`src/rtl/tmr_pkg.sv`:
```
package tmr_pkg;
  typedef enum logic {CH_CAPTURE = 1'b0, CH_COMPARE = 1'b1} ch_mode_e;

  typedef struct packed {
    logic     edge_fall;
    logic     max_req;
    logic     pwm_en;
    ch_mode_e mode;
  } ch_cfg_t;

  localparam int unsigned ADR_CTRL      = 0;
  localparam int unsigned ADR_CNT_HI    = 1;
  localparam int unsigned ADR_CNT_LO    = 2;
  localparam int unsigned ADR_MOD_HI    = 3;
  localparam int unsigned ADR_MOD_LO    = 4;
  localparam int unsigned ADR_CH_BASE   = 8;
  localparam int unsigned ADR_CH_STRIDE = 4;
  localparam int unsigned CH_OFS_CFG    = 0;
  localparam int unsigned CH_OFS_HI     = 1;
  localparam int unsigned CH_OFS_LO     = 2;

  localparam int unsigned CTRL_STOP_BIT = 0;
  localparam int unsigned CTRL_CLR_BIT  = 1;
  localparam int unsigned CTRL_PS_LSB   = 2;
  localparam int unsigned CFG_FLAG_BIT  = 7;
endpackage

```
`src/rtl/tmr_prescaler.sv`:
```
module tmr_prescaler #(
  parameter int unsigned PS_W = 3
) (
  input  logic            clk,
  input  logic            rst_n,
  input  logic            run,
  input  logic            clr,
  input  logic [PS_W-1:0] sel,
  output logic            tick
);
  localparam int unsigned PC_W = (1 << PS_W) - 1;

  logic [PC_W-1:0] phase_q;
  logic [PC_W-1:0] mask;

  always_comb begin
    for (int i = 0; i < PC_W; i++) begin
      mask[i] = (i < int'(sel));
    end
  end

  assign tick = run && ((phase_q & mask) == mask);

  always_ff @(posedge clk or negedge rst_n) begin
    if (!rst_n)   phase_q <= '0;
    else if (clr) phase_q <= '0;
    else if (run) phase_q <= phase_q + 1'b1;
  end
endmodule

```
`src/rtl/tmr_counter.sv`:
```
module tmr_counter #(
  parameter int unsigned DATA_W = 8,
  parameter int unsigned CNT_W  = 16
) (
  input  logic              clk,
  input  logic              rst_n,
  input  logic              tick,
  input  logic              clr,
  input  logic [CNT_W-1:0]  wrap_val,
  input  logic              rd_lo,
  input  logic              rd_hi,
  output logic [CNT_W-1:0]  cnt,
  output logic              ovf,
  output logic [DATA_W-1:0] hi_view
);
  logic [CNT_W-1:0]  cnt_q;
  logic [CNT_W-1:0]  top;
  logic [DATA_W-1:0] snap_q;
  logic              snap_vld_q;

  assign top     = (wrap_val == '0) ? '1 : wrap_val;
  assign ovf     = tick && (cnt_q == top);
  assign cnt     = cnt_q;
  assign hi_view = snap_vld_q ? snap_q : cnt_q[CNT_W-1 -: DATA_W];

  always_ff @(posedge clk or negedge rst_n) begin
    if (!rst_n)    cnt_q <= '0;
    else if (clr)  cnt_q <= '0;
    else if (ovf)  cnt_q <= '0;
    else if (tick) cnt_q <= cnt_q + 1'b1;
  end

  always_ff @(posedge clk or negedge rst_n) begin
    if (!rst_n) begin
      snap_q     <= '0;
      snap_vld_q <= 1'b0;
    end else if (rd_lo) begin
      snap_q     <= cnt_q[CNT_W-1 -: DATA_W];
      snap_vld_q <= 1'b1;
    end else if (rd_hi) begin
      snap_vld_q <= 1'b0;
    end
  end

  AST_CNT_WRAP_ZERO: assert property (@(posedge clk) disable iff (!rst_n)
    (ovf && !clr) |=> (cnt_q == '0));
  AST_SNAP_STABLE: assert property (@(posedge clk) disable iff (!rst_n)
    (snap_vld_q && !rd_lo) |=> (snap_q == $past(snap_q)));
endmodule

```
`src/rtl/tmr_channel.sv`:
```
module tmr_channel
  import tmr_pkg::*;
#(
  parameter int unsigned DATA_W = 8,
  parameter int unsigned CNT_W  = 16
) (
  input  logic              clk,
  input  logic              rst_n,
  input  logic [CNT_W-1:0]  cnt,
  input  logic              tick,
  input  logic              ovf,
  input  logic              pin_in,
  input  logic              cfg_wr,
  input  logic              cfg_rd,
  input  logic              hi_wr,
  input  logic              lo_wr,
  input  logic              hi_rd,
  input  logic              lo_rd,
  input  logic [DATA_W-1:0] wdata,
  output logic              pin_out,
  output logic              flag,
  output logic [DATA_W-1:0] cfg_view,
  output logic [DATA_W-1:0] hi_view,
  output logic [DATA_W-1:0] lo_view
);
  ch_cfg_t           cfg_q;
  ch_cfg_t           cfg_nx;
  logic [2:0]        sync_q;
  logic [CNT_W-1:0]  val_q;
  logic [DATA_W-1:0] hbuf_q;
  logic              lock_q, inhib_q, max_eff_q, out_q, flag_q, arm_q;
  logic              is_cmp, rise, fall, cap_evt, cmp_evt;

  assign cfg_nx  = ch_cfg_t'(wdata[3:0]);
  assign is_cmp  = (cfg_q.mode == CH_COMPARE);
  assign rise    = sync_q[1] & ~sync_q[2];
  assign fall    = ~sync_q[1] & sync_q[2];
  assign cap_evt = !is_cmp && !lock_q && (cfg_q.edge_fall ? fall : rise);
  assign cmp_evt = is_cmp && !inhib_q && tick && (cnt == val_q);

  always_ff @(posedge clk or negedge rst_n) begin
    if (!rst_n) begin
      cfg_q  <= '0;
      sync_q <= '0;
    end else begin
      sync_q <= {sync_q[1:0], pin_in};
      if (cfg_wr) cfg_q <= cfg_nx;
    end
  end

  always_ff @(posedge clk or negedge rst_n) begin
    if (!rst_n) begin
      lock_q  <= 1'b0;
      inhib_q <= 1'b0;
      hbuf_q  <= '0;
      val_q   <= '0;
    end else begin
      if (cfg_wr && cfg_nx.mode == CH_COMPARE) lock_q <= 1'b0;
      else if (lo_rd)                          lock_q <= 1'b0;
      else if (hi_rd && !is_cmp)               lock_q <= 1'b1;

      if (cfg_wr && cfg_nx.mode == CH_CAPTURE) inhib_q <= 1'b0;
      else if (lo_wr && is_cmp)                inhib_q <= 1'b0;
      else if (hi_wr && is_cmp)                inhib_q <= 1'b1;

      if (hi_wr && is_cmp) hbuf_q <= wdata;

      if (cap_evt)              val_q <= cnt;
      else if (lo_wr && is_cmp) val_q <= {hbuf_q, wdata};
    end
  end

  always_ff @(posedge clk or negedge rst_n) begin
    if (!rst_n) begin
      max_eff_q <= 1'b0;
      out_q     <= 1'b0;
    end else begin
      if (ovf) max_eff_q <= cfg_q.max_req;
      if (!is_cmp) begin
        out_q <= 1'b0;
      end else if (cfg_q.pwm_en) begin
        if (ovf)                        out_q <= 1'b1;
        else if (cmp_evt && !max_eff_q) out_q <= 1'b0;
      end else if (cmp_evt) begin
        out_q <= ~out_q;
      end
    end
  end

  always_ff @(posedge clk or negedge rst_n) begin
    if (!rst_n) begin
      flag_q <= 1'b0;
      arm_q  <= 1'b0;
    end else begin
      if (cfg_wr)                arm_q <= 1'b0;
      else if (cfg_rd && flag_q) arm_q <= 1'b1;

      if (cap_evt || cmp_evt)                              flag_q <= 1'b1;
      else if (cfg_wr && arm_q && !wdata[CFG_FLAG_BIT])    flag_q <= 1'b0;
    end
  end

  always_comb begin
    cfg_view               = '0;
    cfg_view[3:0]          = cfg_q;
    cfg_view[CFG_FLAG_BIT] = flag_q;
  end

  assign hi_view = val_q[CNT_W-1 -: DATA_W];
  assign lo_view = val_q[DATA_W-1:0];
  assign pin_out = out_q;
  assign flag    = flag_q;

  AST_CAP_LOCK_HOLD: assert property (@(posedge clk) disable iff (!rst_n)
    (lock_q && !is_cmp && !cfg_wr) |=> (val_q == $past(val_q)));
  AST_OC_INHIBIT_QUIET: assert property (@(posedge clk) disable iff (!rst_n)
    (inhib_q && is_cmp && !cfg_q.pwm_en && !cfg_wr) |=> $stable(pin_out));
  AST_MAX_STAY_HIGH: assert property (@(posedge clk) disable iff (!rst_n)
    (max_eff_q && pin_out && is_cmp && cfg_q.pwm_en && !cfg_wr) |=> pin_out);
  AST_FLAG_NEEDS_ARM: assert property (@(posedge clk) disable iff (!rst_n)
    $fell(flag) |-> $past(arm_q));
endmodule

```
`src/rtl/tmr_pwm_timer.sv`:
```
module tmr_pwm_timer
  import tmr_pkg::*;
#(
  parameter int unsigned DATA_W = 8,
  parameter int unsigned ADDR_W = 5,
  parameter int unsigned NCH    = 2,
  parameter int unsigned PS_W   = 3
) (
  input  logic              clk,
  input  logic              rst_n,
  input  logic [ADDR_W-1:0] bus_addr,
  input  logic              bus_wr,
  input  logic              bus_rd,
  input  logic [DATA_W-1:0] bus_wdata,
  output logic [DATA_W-1:0] bus_rdata,
  input  logic [NCH-1:0]    ch_pin_in,
  output logic [NCH-1:0]    ch_pin_out,
  output logic [NCH-1:0]    ch_flag
);
  localparam int unsigned CNT_W = 2 * DATA_W;

  logic              stop_q;
  logic [PS_W-1:0]   ps_q;
  logic [CNT_W-1:0]  wrap_q;
  logic              ctr_clr, tick, ovf;
  logic [CNT_W-1:0]  cnt;
  logic [DATA_W-1:0] cnt_hi_view;
  logic              ctrl_wr;

  logic [DATA_W-1:0] ch_cfg_v [NCH];
  logic [DATA_W-1:0] ch_hi_v  [NCH];
  logic [DATA_W-1:0] ch_lo_v  [NCH];

  assign ctrl_wr = bus_wr && (bus_addr == ADDR_W'(ADR_CTRL));
  assign ctr_clr = ctrl_wr && bus_wdata[CTRL_CLR_BIT];

  always_ff @(posedge clk or negedge rst_n) begin
    if (!rst_n) begin
      stop_q <= 1'b1;
      ps_q   <= '0;
      wrap_q <= '0;
    end else if (bus_wr) begin
      if (bus_addr == ADDR_W'(ADR_CTRL)) begin
        stop_q <= bus_wdata[CTRL_STOP_BIT];
        ps_q   <= bus_wdata[CTRL_PS_LSB +: PS_W];
      end
      if (bus_addr == ADDR_W'(ADR_MOD_HI)) wrap_q[CNT_W-1 -: DATA_W] <= bus_wdata;
      if (bus_addr == ADDR_W'(ADR_MOD_LO)) wrap_q[DATA_W-1:0]        <= bus_wdata;
    end
  end

  tmr_prescaler #(.PS_W(PS_W)) u_psc (
    .clk(clk), .rst_n(rst_n), .run(!stop_q), .clr(ctr_clr), .sel(ps_q), .tick(tick)
  );

  tmr_counter #(.DATA_W(DATA_W), .CNT_W(CNT_W)) u_cnt (
    .clk(clk), .rst_n(rst_n), .tick(tick), .clr(ctr_clr), .wrap_val(wrap_q),
    .rd_lo(bus_rd && (bus_addr == ADDR_W'(ADR_CNT_LO))),
    .rd_hi(bus_rd && (bus_addr == ADDR_W'(ADR_CNT_HI))),
    .cnt(cnt), .ovf(ovf), .hi_view(cnt_hi_view)
  );

  for (genvar c = 0; c < NCH; c++) begin : g_ch
    localparam int unsigned BASE = ADR_CH_BASE + ADR_CH_STRIDE * c;
    logic sel_cfg, sel_hi, sel_lo;
    assign sel_cfg = (bus_addr == ADDR_W'(BASE + CH_OFS_CFG));
    assign sel_hi  = (bus_addr == ADDR_W'(BASE + CH_OFS_HI));
    assign sel_lo  = (bus_addr == ADDR_W'(BASE + CH_OFS_LO));

    tmr_channel #(.DATA_W(DATA_W), .CNT_W(CNT_W)) u_ch (
      .clk(clk), .rst_n(rst_n), .cnt(cnt), .tick(tick), .ovf(ovf),
      .pin_in(ch_pin_in[c]),
      .cfg_wr(bus_wr && sel_cfg), .cfg_rd(bus_rd && sel_cfg),
      .hi_wr(bus_wr && sel_hi),   .lo_wr(bus_wr && sel_lo),
      .hi_rd(bus_rd && sel_hi),   .lo_rd(bus_rd && sel_lo),
      .wdata(bus_wdata),
      .pin_out(ch_pin_out[c]), .flag(ch_flag[c]),
      .cfg_view(ch_cfg_v[c]), .hi_view(ch_hi_v[c]), .lo_view(ch_lo_v[c])
    );
  end

  always_comb begin
    bus_rdata = '0;
    if (bus_addr == ADDR_W'(ADR_CTRL)) begin
      bus_rdata[CTRL_STOP_BIT]            = stop_q;
      bus_rdata[CTRL_PS_LSB +: PS_W]      = ps_q;
    end
    if (bus_addr == ADDR_W'(ADR_CNT_HI)) bus_rdata = cnt_hi_view;
    if (bus_addr == ADDR_W'(ADR_CNT_LO)) bus_rdata = cnt[DATA_W-1:0];
    if (bus_addr == ADDR_W'(ADR_MOD_HI)) bus_rdata = wrap_q[CNT_W-1 -: DATA_W];
    if (bus_addr == ADDR_W'(ADR_MOD_LO)) bus_rdata = wrap_q[DATA_W-1:0];
    for (int c = 0; c < NCH; c++) begin
      if (bus_addr == ADDR_W'(ADR_CH_BASE + ADR_CH_STRIDE * c + CH_OFS_CFG)) bus_rdata = ch_cfg_v[c];
      if (bus_addr == ADDR_W'(ADR_CH_BASE + ADR_CH_STRIDE * c + CH_OFS_HI))  bus_rdata = ch_hi_v[c];
      if (bus_addr == ADDR_W'(ADR_CH_BASE + ADR_CH_STRIDE * c + CH_OFS_LO))  bus_rdata = ch_lo_v[c];
    end
  end

  AST_STOP_FREEZE: assert property (@(posedge clk) disable iff (!rst_n)
    (stop_q && !ctr_clr) |=> $stable(cnt));
  AST_TICK_NEEDS_RUN: assert property (@(posedge clk) disable iff (!rst_n)
    stop_q |-> !tick);
endmodule

```
`config.mk`:
```
export PLATFORM = sky130hd
export DESIGN_NAME = tmr_pwm_timer
export DESIGN_NICKNAME = d
export VERILOG_FILES = /design/src/rtl/tmr_pkg.sv /design/src/rtl/tmr_prescaler.sv /design/src/rtl/tmr_counter.sv /design/src/rtl/tmr_channel.sv /design/src/rtl/tmr_pwm_timer.sv
export SDC_FILE = /design/constraint.sdc
export NUM_CORES = 1
export LEC_CHECK = 0
export ABC_AREA = 1
export BUFFER_PORTS_ARGS = -buffer_cell sky130_fd_sc_hd__buf_2
export CAP_MARGIN = 20
export CORE_MARGIN = 2
export CORE_UTILIZATION = 65
export DETAILED_ROUTE_END_ITERATION = 10
export GPL_TIMING_DRIVEN = 0
export PLACE_DENSITY_LB_ADDON = 0.25
export SKIP_CTS_REPAIR_TIMING = 1
export SLEW_MARGIN = 5
export SYNTH_ARGS = -nofsm -noshare
export SYNTH_HDL_FRONTEND = slang
export SYNTH_SLANG_ARGS = --single-unit
```
`constraint.sdc`:
```
create_clock -name clk -period 2.81 [get_ports clk]
set_clock_uncertainty 0.1 [all_clocks]
set_input_delay 0.281 -clock clk [delete_from_list [all_inputs] [get_ports clk]]
set_output_delay 0.281 -clock clk [all_outputs]
set_load 0.1 [all_outputs]
```
==> metrics.md, run 1 <==
| Metric | Value |
|---|---|
| Vias | `7429` |
| Final setup viols | `4` |
| Register area share after synthesis | `0.435` |
| P_leak | `4.17 nW` |
| Vias/cell | `6.09` |
| Critical path launch point type | `register` |
| Core Region | `10800 µm²` |
| DRC Markers | `0` |
| Total Wirelength | `24.0 mm` |
| Wirelength per Cell | `19.7 µm` |
| Final Hold Vio Count | `0` |
| Fin worst setup slack | `-0.0713 ns` |
| Initial Util | `0.668` |
| Place WS | `-0.159 ns` |
| Normalized max-slew margin | `0.598` |
| Top FF cell, synth | `dfrtp_1` |
| Post-synth EDFFs | `0` |
| Placer Congestion | `0.989` |
| Max-cap check violation count | `0` |
| Cell Pwr Density | `831 nW/µm²` |
| Overall Global Routing Usage | `0.405` |
| Die Width | `110 µm` |
| Yosys top cell area share | `0.432` |
| Die Y | `110 µm` |
| CP Class | `register to output pin` |
| Worst skew pair latency | `0.56 ns` |
| Share of cells above drive strength 1 | `0.167` |
| Mapped Nets | `1003` |
| Failing checks | `negative setup slack` |
| Layout area overhead | `19.4%` |
| Largest stage delay, worst path | `0.40 ns` |
| Crit path arrival time | `2.50 ns` |
| Most common cell in the netlist | `nand2_1` |
| Post-synthesis instance area | `7240 µm²` |
| Largest net degree at the start of global routing | `91` |
| Initial DRC count | `1082` |
| Yosys warns | `0` |
| Post-synth top area cell | `dfrtp_1` |
| Fmax achieved | `347 MHz` |
| Crit. Startpoint | `u_cnt.snap_vld_q$_DFFE_PN0P_` |
| Clock H-tree levels | `4` |
| TritonCTS clock tree | `built` |
| Library cells used by synthesis | `41` |
| R2R Setup Slk | `0.28 ns` |
| ANT cells | `0` |
| Avg Cell Area, Syn | `7.38 µm²` |
| Fin crit share | `1.03` |
| Hold Path Origin | `bus_rd` |
| Ports | `31` |
| Synth Instances | `982` |
| Asr flop ratio synth | `1.00` |
| #FFs+latches synth | `126` |
| Cell Chain, Critical Path | `buf_2 -> o21ai_0 -> nand2_1 -> o221ai_1 -> o22ai_1 -> o21ai_1 -> nor3_2 -> nand4_1 -> buf_6` |
| Synth area leaders | `dfrtp_1 (43%), nand2_1 (14%), o21ai_0 (6.6%), inv_1 (5.9%), nor2_1 (4.9%)` |
| Status | `finished, violations left` |
| Slowest cell on crit path | `dfrtp_1` |
| Total CTS buffers | `17` |
| Fin cells | `1219` |
| Maximum vdd drop | `0.709 mV` |
| Crit-path max FO | `5` |
| Post-synth top cells | `nand2_1 (272), dfrtp_1 (125), inv_1 (113)` |
| Drt pass-1 iters | `7` |
| Hold WC Path Type | `input pin to register` |
| Initial antenna violation count | `0` |
| RSZ-0062 raised after global routing | `yes` |
| Worst setup EP type | `output pin` |
| Clock slew at reported path FFs | `0.06 ns` |
| Placed cell count | `1152` |
| Max Buffers Root-to-Sink | `2` |
| Top delay family on crit path | `compound AO/OA/AOI/OAI gates` |
| GRT overflow | `0` |
| First-pass GRT wire length | `35.1 mm` |
| Clock Tree Root | `clkbuf_8` |
| Routed Antenna Nets | `0` |
| Site Rows | `38` |
| Layout Nets | `1087` |
| Final Core Density | `0.798` |
| Reg-to-reg critical path startpoint | `u_cnt.cnt[2]$_DFFE_PN0P_` |
| Die ar. | `12000 µm²` |
| Worst path bufs/invs | `2` |
| Fin crit period | `2.88 ns` |
| # clock sinks | `126` |
| Slew Limit Fails | `0` |
| Worst path required time | `2.43 ns` |
| Port buffer count | `29` |
| Worst Tran Pin Value | `0.601 ns` |
| HPWL after detailed placement | `15.9 mm` |
| Vias in the first global route | `6650` |
layer usage:
metal,global-route usage,vias to the layer above,part of all wire
li1,-,3384,-
met1,0.523,3402,0.37
met2,0.598,528,0.44
met3,0.129,115,0.13
met4,0.238,0,0.066
met5,0,-,0
metrics by stage:
step                      total power, mW  TNS [ns]  cell area (µm²)  hold slack [ns]
after global placement               4.60    -27.34             7560            0.233
after floorplan                      4.13         0             7240           -0.115
after CTS                            7.03     -3.04             8220           -0.486
final                                7.19    -0.147             8650           0.0400
after detailed placement             4.68    -0.241             7600           0.0946
after global routing                 7.54    -0.660             8650           0.0265
final timing paths:
path,endpoint,depth (start not counted)
setup / recovery,bus_rdata[3],9
hold reg to reg,g_ch[0].u_ch.sync_q[1]$_DFF_PN0_,0
max in group asynchronous,u_cnt.cnt[10]$_DFFE_PN0P_,3
hold / removal,g_ch[0].u_ch.lock_q$_DFFE_PN0P_,2
setup reg to reg,u_cnt.cnt[13]$_DFFE_PN0P_,11
min in group asynchronous,g_ch[0].u_ch.sync_q[0]$_DFF_PN0_,2
power breakdown:
| part | switching [mW] | internal, mW | leakage [nW] |
|---|---|---|---|
| logic | 1.45 | 0.718 | 2.28 |
| clock network | 0.906 | 1.46 | 0.298 |
| registers | 0.386 | 2.27 | 1.59 |
worst reg2reg max path: stages, from the launching register on:
cell and delay [ns]:
dfrtp_1 0.34, buf_2 0.29, clkinvlp_4 0.19, buf_4 0.18, nor3_2 0.21, nand3_1 0.17
nor3_1 0.16, nand3_1 0.13, nor3_2 0.27, nand4_1 0.16, xor2_1 0.20, nor2_2 0.05
cell type report:
type | count | area (µm²)
Inverter | 123 | 488
Tap cell | 140 | 175
Clock inverter | 14 | 201
Clock buffer | 18 | 418
Fill cell | 753 | 2190
Multi-Input combinational cell | 695 | 3440
Timing Repair Buffer | 68 | 544
Sequential cell | 126 | 3160
Buffer | 35 | 226
state kept, by name, summed over array words and instances (netlist names), 2 cells and up:
register             count
g_ch.u_ch.is_cmp         2
g_ch.u_ch.lock_q         2
u_psc.phase_q            7
g_ch.u_ch.pin_out        2
g_ch.u_ch.arm_q          2
g_ch.u_ch.max_eff_q      2
g_ch.u_ch.val_q         32
g_ch.u_ch.flag           2
g_ch.u_ch.inhib_q        2
g_ch.u_ch.hbuf_q        16
wrap_q                  16
u_cnt.snap_q             8
g_ch.u_ch.cfg_view       6
ps_q                     3
g_ch.u_ch.sync_q         6
u_cnt.cnt               16
kinds of logic after synthesis:
kind of cell | synth area share
simple gates | 0.296
fa+ha+maj | 0.00345
compound gates | 0.149
xor+xnor | 0.0218
flops | 0.435
buf+inv | 0.0938
placed cells by master, fill, tap and decap left out, types with 3 or more instances in the layout:
cell type / instances
nand2_1: 271
dfrtp_1: 121
inv_1: 103
nor2_1: 94
o21ai_0: 88
nand3_1: 37
buf_4: 34
a21oi_1: 32
buf_2: 31
nand4_1: 21
o211ai_1: 21
xor2_1: 18
nor3_1: 16
clkbuf_16: 16
nor2_2: 15
clkbuf_1: 14
inv_2: 11
buf_6: 11
o22ai_1: 11
dlygate4sd3_1: 10
nor3_2: 9
clkinvlp_4: 9
o21ai_1: 9
a31oi_1: 7
nand2_2: 6
inv_6: 6
o221ai_1: 5
nor2_4: 4
nand3_2: 4
bufinv_16: 4
dfrtp_2: 4
o2111ai_1: 3
buf_12: 3
nor4_1: 3
nand3b_1: 3
Power figures use the tool's default switching activity.
==> run 2, diff against run 1 <==
--- a/config.mk
+++ b/config.mk
@@ -12,7 +12,7 @@
 export CORE_UTILIZATION = 65
 export DETAILED_ROUTE_END_ITERATION = 10
 export GPL_TIMING_DRIVEN = 0
-export PLACE_DENSITY_LB_ADDON = 0.25
+export PLACE_DENSITY = 0.83
 export SKIP_CTS_REPAIR_TIMING = 1
 export SLEW_MARGIN = 5
 export SYNTH_ARGS = -nofsm -noshare
==> metrics.md, run 2 (synthesized netlist as in run 1, its figures left out) <==
| Metric | Value |
|---|---|
| Initial DRC count | `993 (-8.2%)` |
| Worst hold stages | `3 (+1)` |
| Hold Path Origin | `bus_rd` |
| Final Hold Vio Count | `0 (unchanged)` |
| Max-cap check violation count | `0 (unchanged)` |
| Post-route cell area | `8560 µm² (-1.0%)` |
| Critical path launch point type | `register` |
| Normalized max-slew margin | `0.513 (-0.0849)` |
| Routed Antenna Nets | `0 (unchanged)` |
| Placed cell area | `7600 µm² (unchanged)` |
| Top delay family on crit path | `compound AO/OA/AOI/OAI gates` |
| Drt pass-1 iters | `6 (-1)` |
| Most used cell along the critical path | `o21ai_0` |
| Fmax achieved | `347 MHz (about the same)` |
| CP Class | `register to output pin` |
| Reg-to-reg critical path startpoint | `wrap_q[9]$_DFFE_PN0P_` |
| Die Y | `110 µm (unchanged)` |
| WHS Endpoint | `g_ch[1].u_ch.arm_q$_DFFE_PN0P_` |
| Clock H-tree levels | `4 (unchanged)` |
| Die Width | `110 µm (unchanged)` |
| Worst path required time | `2.43 ns (about the same)` |
| ANT cells | `0 (unchanged)` |
| Cells on worst reg2reg path | `15 (+4)` |
| Worst path bufs/invs | `2 (unchanged)` |
| Placer Congestion | `1.01 (+2.5%)` |
| TritonCTS clock tree | `built` |
| Die ar. | `12000 µm² (unchanged)` |
| R2R Setup Slk | `0.36 ns (+0.08 ns)` |
| Total CTS buffers | `17 (unchanged)` |
| Cell depth of the worst setup path | `9 (unchanged)` |
| Final setup viols | `4 (unchanged)` |
| Port buffer count | `29 (unchanged)` |
| Crit path arrival time | `2.50 ns (about the same)` |
| Cell Chain, Critical Path | `inv_4 -> o21ai_0 -> nand2_1 -> o221ai_1 -> o22ai_2 -> o21ai_0 -> nor3_2 -> nand4_1 -> buf_6` |
| Worst setup EP type | `output pin` |
| Failing checks | `negative setup slack` |
| Fin crit period | `2.88 ns (+0.0000313 ns)` |
| Worst skew pair latency | `0.55 ns (about the same)` |
| Fin worst setup slack | `-0.0713 ns (-0.0000313 ns)` |
| Crit-path max FO | `7 (+2)` |
| First-pass GRT wire length | `35.8 mm (+2.0%)` |
| Max Buffers Root-to-Sink | `2 (unchanged)` |
| RR Endpoint | `g_ch[1].u_ch.pin_out$_DFFE_PN0P_` |
| RSZ-0062 raised after global routing | `yes` |
| Vias | `7451 (+0.30%)` |
| Most frequent cells in the layout | `nand2_1 (270), dfrtp_1 (121), inv_1 (105)` |
| Vias/cell | `6.15 (+0.88%)` |
| Fin crit share | `1.03 (about the same)` |
| Share of cells above drive strength 1 | `0.162 (-0.00451)` |
| Top reg by flops | `g_ch.u_ch.val_q` |
| GRT overflow | `0 (unchanged)` |
| Initial Util | `0.668 (unchanged)` |
| Cell Pwr Density | `811 nW/µm² (-2.4%)` |
| Core Region | `10800 µm² (unchanged)` |
| Largest net degree at the start of global routing | `68 (-25%)` |
| Overall Global Routing Usage | `0.410 (+0.00494)` |
| Layout Nets | `1080 (-0.64%)` |
| Vias in the first global route | `6777 (+1.9%)` |
| Slowest cell on crit path | `dfrtp_2` |
| Status | `finished, violations left` |
| HPWL after detailed placement | `16.0 mm (+0.30%)` |
| Clock Tree Root | `clkbuf_8` |
| Place WS | `-0.101 ns (+0.0582 ns)` |
| Largest stage delay, worst path | `0.47 ns (+0.07 ns)` |
| # clock sinks | `126 (unchanged)` |
| Slew Limit Fails | `0 (unchanged)` |
| Layout area overhead | `18.2%` |
| Site Rows | `38 (unchanged)` |
| Total Wirelength | `24.0 mm (about the same)` |
| Sum Neg Setup Slack | `-0.165 ns (-0.0186 ns)` |
| Maximum vdd drop | `0.681 mV (-4.0%)` |
| P_leak | `4.12 nW (-1.1%)` |
| Worst Tran Pin Value | `0.728 ns (+0.127 ns)` |
| Initial antenna violation count | `0 (unchanged)` |
| Max reg flops | `32 (unchanged)` |
| Commonest non-fill, non-tap cell in the layout | `nand2_1` |
| Hold WC Path Type | `input pin to register` |
| Wirelength per Cell | `19.8 µm (+0.50%)` |
| DRC Markers | `0 (unchanged)` |
| Clock slew at reported path FFs | `0.06 ns (about the same)` |
| Ports | `31 (unchanged)` |
==> run 2: cell type report <==
class                      instances  area, µm²
multi-input combinational        695       3460
fill                             781       2280
timing repair buffer              61        497
inverter                         123        482
clock inverter                    13        134
tap                              140        175
sequential                       126       3160
buffer                            35        226
clock buffer                      19        432
==> run 2: through the flow <==
stage | hold slack, ns | power, mW | utilization | cells
4_1_cts | -0.375 | 6.79 | 0.753 | 1184
2_1_floorplan | -0.115 | 4.13 | - | 982
5_1_grt | 0.0308 | 7.30 | 0.790 | 1212
3_3_place_gp | 0.235 | 4.60 | 0.698 | 1151
3_5_place_dp | 0.188 | 4.67 | 0.701 | 1152
6_report | 0.0298 | 6.95 | 0.790 | 1212
==> run 2: layer usage <==
metal | GRT usage | share of wire | wire [µm] | up-vias
met3 | 0.129 | 0.12 | 2780 | 138
met5 | 0 | 0 | 0 | -
li1 | - | - | - | 3367
met2 | 0.624 | 0.45 | 10700 | 492
met4 | 0.238 | 0.063 | 1520 | 0
met1 | 0.516 | 0.37 | 8930 | 3454
==> run 2: worst max path at each step <==
stage / endpoint / start / slack [ns]
finish: bus_rdata[3] / u_cnt.cnt[11]$_DFFE_PN0P_ / -0.07
global route: bus_rdata[3] / u_cnt.cnt[11]$_DFFE_PN0P_ / -0.15
CTS: bus_rdata[3] / u_cnt.cnt[11]$_DFFE_PN0P_ / -0.67
detailed placement: bus_rdata[3] / u_cnt.cnt[11]$_DFFE_PN0P_ / -0.10
global placement: u_cnt.cnt[12]$_DFFE_PN0P_ / rst_n / -0.24
floorplan: bus_rdata[1] / bus_addr[0] / 0.07
==> run 2: worst register-to-register path, delay by kind of cell (launching register included) <==
family	cells	cell delay, ns
simple gates	14	1.60
buf+inv	1	0.17
flops	1	0.45
==> run 2: power by group <==
part | internal, mW | switching (mW)
registers | 2.27 | 0.395
clock network | 1.22 | 0.891
logic | 0.710 | 1.46
total | 4.20 | 2.75
